===== config.mk =====
export PLATFORM = sky130hd
export DESIGN_NAME = tcalu_top
export DESIGN_NICKNAME = d
export VERILOG_FILES = /design/src/rtl/tcalu_pkg.sv /design/src/rtl/tcalu_rst_sync.sv /design/src/rtl/tcalu_csa.sv /design/src/rtl/tcalu_cla.sv /design/src/rtl/tcalu_logic.sv /design/src/rtl/tcalu_top.sv
export SDC_FILE = /design/constraint.sdc
export NUM_CORES = 1
export LEC_CHECK = 0
export CAP_MARGIN = 0
export CORE_MARGIN = 8
export CORE_UTILIZATION = 50
export DETAILED_ROUTE_END_ITERATION = 8
export MAX_ROUTING_LAYER = met4
export PLACE_DENSITY_LB_ADDON = 0.1
export SKIP_LAST_GASP = 1
export SLEW_MARGIN = 5
export SYNTH_ARGS = -nofsm -noshare
export SYNTH_HDL_FRONTEND = slang
export SYNTH_HIERARCHICAL = 1
export SYNTH_SLANG_ARGS = --single-unit

===== constraint.sdc =====
create_clock -name clk_i -period 2.6 [get_ports clk_i]
set_clock_uncertainty 0.1 [all_clocks]
set_input_delay 0.52 -clock clk_i [delete_from_list [all_inputs] [get_ports clk_i]]
set_output_delay 0.52 -clock clk_i [all_outputs]
set_load 0.005 [all_outputs]

===== src/rtl/tcalu_pkg.sv =====
package tcalu_pkg;
  localparam int OPW = 3;

  typedef enum logic [OPW-1:0] {
    OPC_ADD = 3'd0,
    OPC_SUB = 3'd1,
    OPC_AND = 3'd2,
    OPC_OR  = 3'd3,
    OPC_XOR = 3'd4
  } opc_e;

  function automatic logic is_logic_op(input logic [OPW-1:0] op);
    return (op == OPC_AND) || (op == OPC_OR) || (op == OPC_XOR);
  endfunction

  function automatic logic is_sub_op(input logic [OPW-1:0] op);
    return op == OPC_SUB;
  endfunction
endpackage


===== src/rtl/tcalu_rst_sync.sv =====
module tcalu_rst_sync (
  input  logic clk_i,
  input  logic rst_ni,
  output logic rst_sync_no
);
  logic [1:0] sync_q;

  always_ff @(posedge clk_i or negedge rst_ni) begin
    if (!rst_ni) sync_q <= 2'b00;
    else         sync_q <= {sync_q[0], 1'b1};
  end

  assign rst_sync_no = sync_q[1];
endmodule


===== src/rtl/tcalu_csa.sv =====
module tcalu_csa #(
  parameter int W = 32
) (
  input  logic [W-1:0] x_i,
  input  logic [W-1:0] y_i,
  input  logic [W-1:0] z_i,
  input  logic         cin_i,
  output logic [W-1:0] sum_o,
  output logic [W-1:0] carry_o
);
  logic [W-2:0] maj;

  assign sum_o = x_i ^ y_i ^ z_i;
  assign maj   = (x_i[W-2:0] & y_i[W-2:0]) |
                 (x_i[W-2:0] & z_i[W-2:0]) |
                 (y_i[W-2:0] & z_i[W-2:0]);
  // carry vector shifted up one place; free bit 0 slot takes the injected +1
  assign carry_o = {maj, cin_i};
endmodule


===== src/rtl/tcalu_cla.sv =====
module tcalu_cla #(
  parameter int W   = 32,
  parameter int GRP = 4
) (
  input  logic [W-1:0] x_i,
  input  logic [W-1:0] y_i,
  input  logic         cin_i,
  output logic [W-1:0] sum_o
);
  localparam int NG = W / GRP;

  logic [NG-1:0] grp_g;
  logic [NG-1:0] grp_p;
  logic [NG-1:0] grp_c;

  // second-level lookahead across groups
  always_comb begin
    grp_c[0] = cin_i;
    for (int k = 1; k < NG; k++) begin
      grp_c[k] = grp_g[k-1] | (grp_p[k-1] & grp_c[k-1]);
    end
  end

  for (genvar k = 0; k < NG; k++) begin : g_grp
    logic [GRP-1:0] g;
    logic [GRP-1:0] p;
    logic [GRP:0]   c;
    logic           gg;

    assign g = x_i[k*GRP +: GRP] & y_i[k*GRP +: GRP];
    assign p = x_i[k*GRP +: GRP] ^ y_i[k*GRP +: GRP];

    always_comb begin
      gg = 1'b0;
      for (int i = 0; i < GRP; i++) gg = g[i] | (p[i] & gg);
    end

    always_comb begin
      c[0] = grp_c[k];
      for (int i = 0; i < GRP; i++) c[i+1] = g[i] | (p[i] & c[i]);
    end

    assign grp_g[k] = gg;
    assign grp_p[k] = &p;
    assign sum_o[k*GRP +: GRP] = p ^ c[GRP-1:0];
  end
endmodule


===== src/rtl/tcalu_logic.sv =====
module tcalu_logic
  import tcalu_pkg::*;
#(
  parameter int W = 32
) (
  input  logic [W-1:0]   x_i,
  input  logic [W-1:0]   y_i,
  input  logic [OPW-1:0] op_i,
  output logic [W-1:0]   res_o
);
  always_comb begin
    case (op_i)
      OPC_AND: res_o = x_i & y_i;
      OPC_OR:  res_o = x_i | y_i;
      OPC_XOR: res_o = x_i ^ y_i;
      default: res_o = '0;
    endcase
  end
endmodule


===== src/rtl/tcalu_top.sv =====
module tcalu_top
  import tcalu_pkg::*;
#(
  parameter int W   = 32,
  parameter int GRP = 4
) (
  input  logic           clk_i,
  input  logic           rst_ni,
  input  logic           in_valid_i,
  input  logic [W-1:0]   opa_i,
  input  logic [W-1:0]   opb_i,
  input  logic [W-1:0]   opc_i,
  input  logic [OPW-1:0] op1_i,
  input  logic [OPW-1:0] op2_i,
  output logic           out_valid_o,
  output logic [W-1:0]   res1_o,
  output logic [W-1:0]   res2_o
);
  logic         rst_sync_n;
  logic         arith1, arith2, sub1, sub2;
  logic [W-1:0] b_eff, c_eff;
  logic [W-1:0] sum1, lres1, r1;
  logic [W-1:0] csa_s, csa_c;
  logic [W-1:0] add2_x, add2_y, sum2, lres2, r2;
  logic         vld_d, vld_q;
  logic [W-1:0] r1_d, r1_q, r2_d, r2_q;

  tcalu_rst_sync u_rst (
    .clk_i       (clk_i),
    .rst_ni      (rst_ni),
    .rst_sync_no (rst_sync_n)
  );

  assign arith1 = !is_logic_op(op1_i);
  assign arith2 = !is_logic_op(op2_i);
  assign sub1   = is_sub_op(op1_i);
  assign sub2   = is_sub_op(op2_i);
  assign b_eff  = sub1 ? ~opb_i : opb_i;
  assign c_eff  = sub2 ? ~opc_i : opc_i;

  // first result: own adder beside the first logic path
  tcalu_cla #(.W(W), .GRP(GRP)) u_add1 (
    .x_i(opa_i), .y_i(b_eff), .cin_i(sub1), .sum_o(sum1)
  );
  tcalu_logic #(.W(W)) u_log1 (
    .x_i(opa_i), .y_i(opb_i), .op_i(op1_i), .res_o(lres1)
  );
  assign r1 = arith1 ? sum1 : lres1;

  // collapsed path: A, B', C' compressed; first subtract's +1 rides the carry slot
  tcalu_csa #(.W(W)) u_csa (
    .x_i(opa_i), .y_i(b_eff), .z_i(c_eff), .cin_i(sub1),
    .sum_o(csa_s), .carry_o(csa_c)
  );

  // logical first op: its result is added to C' instead of the CSA vectors
  assign add2_x = arith1 ? csa_s : lres1;
  assign add2_y = arith1 ? csa_c : c_eff;

  tcalu_cla #(.W(W), .GRP(GRP)) u_add2 (
    .x_i(add2_x), .y_i(add2_y), .cin_i(sub2), .sum_o(sum2)
  );
  tcalu_logic #(.W(W)) u_log2 (
    .x_i(r1), .y_i(opc_i), .op_i(op2_i), .res_o(lres2)
  );
  assign r2 = arith2 ? sum2 : lres2;

  // next state, clock enable written out
  always_comb begin
    vld_d = in_valid_i;
    r1_d  = r1_q;
    r2_d  = r2_q;
    if (in_valid_i) begin
      r1_d = r1;
      r2_d = r2;
    end
  end

  always_ff @(posedge clk_i or negedge rst_sync_n) begin
    if (!rst_sync_n) begin
      vld_q <= 1'b0;
      r1_q  <= '0;
      r2_q  <= '0;
    end else begin
      vld_q <= vld_d;
      r1_q  <= r1_d;
      r2_q  <= r2_d;
    end
  end

  assign out_valid_o = vld_q;
  assign res1_o      = r1_q;
  assign res2_o      = r2_q;
endmodule


Yosys cells after proc, flatten, opt, wreduce, memory -nomap -nowiden. Cells that the tools add are included.

Equality and inequality tests: 8. Bitwise logic cells: 271. Mux-type cells: 8. Reduce and logical (&&, ||, !) cells: 18.

Operators with widths (count): 2-to-1 mux 32 bit (6); case mux 32 bit (3 select lines) (2); XOR 32 bit (4); XOR 4 bit (32); AND 1 bit (104); OR 1 bit (104); AND 31 bit (3); AND 32 bit (2); inverter 32 bit (2); OR 32 bit (2); OR 31 bit (2); AND 4 bit (14); AND reduction 4 bit (14); == test 3 x 2 -> 1 bit, second input constant (4); AND 3 bit (2); == test 3 x 1 -> 1 bit, second input constant (2); == test 3 bit, second input constant (2); logical OR 1 bit (4).

Input bits: 105. Bits in registers: 67. Output and inout bits: 65.

Logic depth before layout (Yosys ltp).
Depth in word-level cells: 34. Gate-level depth with buffers: 22. Gate-level depth less buffers: 20.

Hierarchy. The synthesis kept the hierarchy.

By module, submodules not included: tcalu_top (area each 4631.9 um^2, cells an instance 582, times used 1, seq. area each 1626.6 um^2); tcalu_logic (area each 1750.4 um^2, cells an instance 240, times used 2, seq. area each 0.0 um^2); tcalu_cla at u_add1 (area each 1241.2 um^2, cells an instance 113, times used 1, seq. area each 0.0 um^2); tcalu_cla at u_add2 (area each 1191.1 um^2, cells an instance 114, times used 1, seq. area each 0.0 um^2); tcalu_csa (area each 651.9 um^2, cells an instance 33, times used 1, seq. area each 0.0 um^2); tcalu_rst_sync (area each 53.8 um^2, cells an instance 3, times used 1, seq. area each 50.0 um^2).

Worst setup path after synthesis. OpenSTA, ideal clock, no wires.

Path kind: input -> register. From: in op1_i[2]. To: reg r2_q[31] (netlist: res2_o[31]). Stages: 21. Path slack: -2.458 ns. Arrival: 4.817 ns. Path buffers: 2. Setup time: 0.141 ns. Path through: nor3b_1 > buf_2 > buf_2 > xor2_1 > ha_1 > a21o_1 > a221oi_2 > nand2_1 > o31ai_2 > o31ai_1 > fa_1 > fa_1 > fa_1 > xnor2_1 > nand3_1 > nand2_1 > inv_1 > ha_1 > a22o_1 > o21ai_0 > a31oi_1.

Elaborated cells on any way between the ends: 194. Classes of those cells: eq/ne (4); mux (7); bitwise (167); reduce/logical (16).

RTL lines: start, declared (RTL line tcalu_top.sv:13) `input logic [OPW-1:0] op1_i,`; == test 3 x 1 -> 1 bit (*) (RTL line tcalu_pkg.sv:17) `return op == OPC_SUB;`; 2-to-1 mux 32 bit (*) (RTL line tcalu_top.sv:38) `assign b_eff = sub1 ? ~opb_i : opb_i;`; net b_eff[17] (RTL line tcalu_top.sv:21) `logic [W-1:0] b_eff, c_eff;`; XOR 4 bit (RTL line tcalu_cla.sv:31) `assign p = x_i[k*GRP +: GRP] ^ y_i[k*GRP +: GRP];`; AND 1 bit (RTL line tcalu_cla.sv:35) `for (int i = 0; i < GRP; i++) gg = g[i] | (p[i] & gg);`; OR 1 bit (RTL line tcalu_cla.sv:35); AND 1 bit (RTL line tcalu_cla.sv:35); OR 1 bit (RTL line tcalu_cla.sv:35); [... 13 more ...]; XOR 4 bit (*) (RTL line tcalu_cla.sv:45) `assign sum_o[k*GRP +: GRP] = p ^ c[GRP-1:0];`; net sum1[31] (RTL line tcalu_top.sv:22) `logic [W-1:0] sum1, lres1, r1;`; 2-to-1 mux 32 bit (*) (RTL line tcalu_top.sv:48) `assign r1 = arith1 ? sum1 : lres1;`; net r1[31] (RTL line tcalu_top.sv:22); XOR 32 bit, or another cell as far along (RTL line tcalu_logic.sv:15) `OPC_XOR: res_o = x_i ^ y_i;`; case mux 32 bit (3 select lines) (*) (RTL line tcalu_logic.sv:12) `case (op_i)`; net lres2[31] (RTL line tcalu_top.sv:24) `logic [W-1:0] add2_x, add2_y, sum2, lres2, r2;`; 2-to-1 mux 32 bit (*) (RTL line tcalu_top.sv:66) `assign r2 = arith2 ? sum2 : lres2;`; end signal, assigned (RTL line tcalu_top.sv:87) `r2_q <= r2_d;`; end, declared (RTL line tcalu_top.sv:26) `logic [W-1:0] r1_d, r1_q, r2_d, r2_q;`.

Mark *: on every way through the listed nets, which the timed path passes. The rest lies on a longest branch. A chain may end at the register's enable or synchronous reset.

Worst setup path after layout.
From: in op1_i[2]. To: reg r2_q[15] (netlist: res2_o[15]).

Elaborated cells on any way between the ends: 106. Classes of those cells: eq/ne (4); mux (7); bitwise (87); reduce/logical (8).

RTL lines: == test 3 x 1 -> 1 bit (*) (RTL line tcalu_pkg.sv:17); 2-to-1 mux 32 bit (*) (RTL line tcalu_top.sv:38); net b_eff[7] (RTL line tcalu_top.sv:21); XOR 4 bit (RTL line tcalu_cla.sv:31); AND reduction 4 bit / AND 1 bit (equally long branches) (RTL line tcalu_cla.sv:44, tcalu_cla.sv:35); AND 1 bit / OR 1 bit (equally long branches) (RTL line tcalu_cla.sv:20, tcalu_cla.sv:35); OR 1 bit (*) (RTL line tcalu_cla.sv:20) `grp_c[k] = grp_g[k-1] | (grp_p[k-1] & grp_c[k-1]);`; AND 1 bit (*) (RTL line tcalu_cla.sv:20); [... 7 more ...]; XOR 4 bit (*) (RTL line tcalu_cla.sv:45); net sum1[15] (RTL line tcalu_top.sv:22); 2-to-1 mux 32 bit (*) (RTL line tcalu_top.sv:48); net r1[15] (RTL line tcalu_top.sv:22); XOR 32 bit, or another cell as far along (RTL line tcalu_logic.sv:15); case mux 32 bit (3 select lines) (*) (RTL line tcalu_logic.sv:12); net lres2[15] (RTL line tcalu_top.sv:24); 2-to-1 mux 32 bit (*) (RTL line tcalu_top.sv:66).

Marked as above.

==> flow_metrics.py <==
metrics = {
    "global_route": {
        "antenna_found_initial": 0,
        "first_global_vias": 12200,
        "grt_max_degree": 130,
        "gr-total-overflow": 0,
        "grt_pass1_wl_microns": 63900,
        "grt_use_total_pct": 29.6,
    },
    "timing": {
        "tightestPinTransition_ns": 0.910,
        "slew_violations": 0,
        "period_needed_ns": 4.83,
        "fmax_mhz": 207,
        "slew_headroom_pct": 38.7,
        "hold_violations": 0,
        "finalSetupViolCount": 63,
        "rsz0062_at_grt": "yes",
        "final.period_utilization_pct": 186,
        "setup_ws_ns": -2.23,
    },
    "routing": {
        "drt-vias-per-instance": 5.75,
        "drcViolationCount": 0,
        "dr.first_iter.drc_count": 923,
        "drtAntennaViolNets": 0,
        "wl_per_cell_microns": 20.6,
        "wl_microns": 42300,
        "num_vias": 11800,
        "dr.pass1.iters": 5,
    },
    "outcome": {
        "failed_checks": "negative setup slack",
        "status": "complete, but fails checks",
    },
    "logic_synthesis": {
        "synth_ff_type": "dfrtp_1",
        "synth_enable_flop_cells": 0,
        "ys_seq_elements": 67,
        "synth.most_common_cell": "ha_1",
        "yosys-top-cells-count": "ha_1 (184), inv_1 (149), nor2_1 (126), nand3_1 (99), fa_1 (79)",
        "async_reset_ff_share_pct": 100,
        "yosys.area.top_type": "ha_1",
        "avgSynthCellArea_sq_um": 8.51,
        "synth_area_leaders": "ha_1 (20%), dfrtp_1 (15%), fa_1 (14%), xor2_1 (6.1%), a22o_1 (5.0%)",
        "ys_warn_count": 6,
        "netlist_instances": 1325,
        "synth_area_sq_um": 11300,
        "yosysSeqAreaShare_pct": 14.9,
        "yosys.area.top_type_share_pct": 20.4,
        "synth_nets": 1693,
        "synth_cell_type_count": 52,
    },
    "placed_design": {
        "place.gp.congestion": 0.916,
        "dp.cells": 1992,
        "place_ws_ns": -3.15,
        "dpl.hpwl_microns": 29500,
        "io_buffer_count": 169,
    },
    "cts": {
        "cts_made_buffers": 9,
        "cts.sinks": 67,
        "htreeDepth": 3,
        "clockRootBuffer": "clkbuf_16",
        "clock_path_buffers": 2,
        "cts_tree": "yes",
        "path_clk_slew_ns": 0.06,
        "cts_hold_buf": 0,
        "clk_latency_ns": 0.35,
    },
    "die": {
        "die_area_sq_um": 27600,
        "io_pins": 170,
        "num_rows": 55,
        "die_h_microns": 166,
        "placeableCoreArea_sq_um": 22400,
        "start_util_pct": 50.4,
        "die_w_microns": 166,
    },
    "critical_path": {
        "path_cells": "buf_8 > nor3b_4 > buf_6 > buf_12 > buf_12 > xor2_4 > ha_4 > a21oi_4 > a31oi_1 > a211o_1 > buf_6 > nor2_4 > inv_2 > fa_2 > fa_2 > fa_2 > xor2_2 > nand3_2 > nand2_1 > inv_1 > ha_1 > a22o_1 > o21ai_0 > a31oi_1",
        "slowest_delay_ns": 0.41,
        "r2r_setup_slack_ns": 1.39,
        "r2r_end": "res1_o[20]",
        "r2r-start": "u_rst/sync_q[1]",
        "crit_path_frequent_cell": "fa_2",
        "cp.required_ns": 2.69,
        "worstPathArrival_ns": 4.93,
        "critical_path.endpoint": "res2_o[15]",
        "worst_setup_path_end_kind": "register",
        "startpoint": "op1_i[2]",
        "start_kind": "input pin",
        "cp_slowest_cell": "fa_2",
        "crit_fanout": 6,
        "r2r_cells": 1,
        "critPathKind": "input pin to register",
    },
    "cells_and_area": {
        "utilization_pct": 80.4,
        "fill_cells": 1409,
        "final_nets": 2134,
        "layout-drive-gt1-share_pct": 36.6,
        "fin_cells": 2055,
        "area_growth_pct": 59.5,
        "num_antenna_cells": 0,
    },
    "hold_path": {
        "hp-class": "input pin to asynchronous set/reset pin",
    },
    "power": {
        "vdd_drop_max_mv": 0.295,
        "power.density_nw_per_um2": 467,
        "p_leak_nw": 8.53,
    },
    "job": {
        "maxCapViolations": 0,
    },
}
## metal layers
layer	wire (microns)	track usage, %	share of wire (%)	vias up
li1	-	-	-	5380
met1	16700	35.0	40	5775
met2	21100	50.0	50	524
met3	2790	3.71	6.6	133
met4	1680	12.8	4.0	0
met5	0	-	0	-
## cells in the final DEF (no fill, tap or decap), types with 55 or more instances in the layout
master / instances
clkdlybuf4s50_1: 156
a22o_1: 64
nand3_1: 72
buf_4: 287
a31oi_1: 55
ha_1: 144
nor2_1: 124
inv_1: 138
a21oi_1: 59
dfrtp_1: 66
## through the flow
step	TNS, ns	hold slack (ns)	total power, mW	instance area, sq um
2_1_floorplan	-71.07	0.124	3.90	11800
3_3_place_gp	-134.93	0.244	6.03	15800
3_5_place_dp	-141.83	0.247	6.18	15800
4_1_cts	-83.30	0.218	7.81	17100
5_1_grt	-97.09	0.231	8.90	18000
6_report	-88.46	0.225	8.39	18000
## cells by family (layout without fill, tap and decap cells)
kind of cell    after synthesis  count (layout)  synth area share [%]
flops                        67              67                  14.9
compound gates              308             308                  17.4
xor+xnor                     83              83                  6.58
other cells                   1               1                0.0333
simple gates                327             327                  13.1
buf+inv                     236             681                  9.60
fa+ha+maj                   263             263                  34.5
mux                          40              40                  3.91
## area by class of cell
cell class                      count  area, sq um  share of cell area, %
Tap cell                          285          357                   1.98
Multi-Input combinational cell   1022        10300                   57.3
Sequential cell                    67         1680                   9.33
Inverter                          149          559                   3.11
Clock buffer                       12          256                   1.43
Timing Repair Buffer              517         4800                   26.7
Clock inverter                      3         15.0                 0.0835
## registers in the layout, summed over array words and instances, names as in the netlist
name,flops
res1_o,32
res2_o,32
out_valid_o,1
u_rst/sync_q,2
## worst min path at each step
| stage | from | cells past startpoint | slack, ns | end |
|---|---|---|---|---|
| 2_1_floorplan | rst_ni | 0 | 0.12 | u_rst/sync_q[0] |
| 3_3_place_gp | u_rst/sync_q[0] | 0 | 0.24 | u_rst/sync_q[1] |
| 3_5_place_dp | u_rst/sync_q[0] | 0 | 0.25 | u_rst/sync_q[1] |
| 4_1_cts | rst_ni | 1 | 0.22 | u_rst/sync_q[0] |
| 5_1_grt | rst_ni | 1 | 0.23 | u_rst/sync_q[1] |
| 6_report | rst_ni | 1 | 0.23 | u_rst/sync_q[1] |
## where the power goes
group          switching [mW]  internal, mW  leakage [nW]  total (mW)
clock network           0.534         0.690         0.138        1.22
registers               0.196          1.31         0.773        1.51
logic                    2.68          2.98          7.62        5.66
total                    3.40          4.99          8.53        8.39
## worst max-delay path, delay by kind of cell
| kind | cells | cell delay [ns] |
|---|---|---|
| compound gates | 6 | 0.90 |
| xor+xnor | 2 | 0.39 |
| fa+ha+maj | 5 | 1.73 |
| buf+inv | 7 | 0.78 |
| simple gates | 4 | 0.60 |
## repair_timing
action / 4_1_cts / 5_1_grt
resized for setup: 129 / 163
hold endpoints to repair: 0 / 0
setup buffers: 37 / 30
endpoints found under the setup margin: 64 / 63
pin swaps: 43 / 114
gates cloned: 2 / 0
Note: power is estimated with default switching activity, not from simulation.
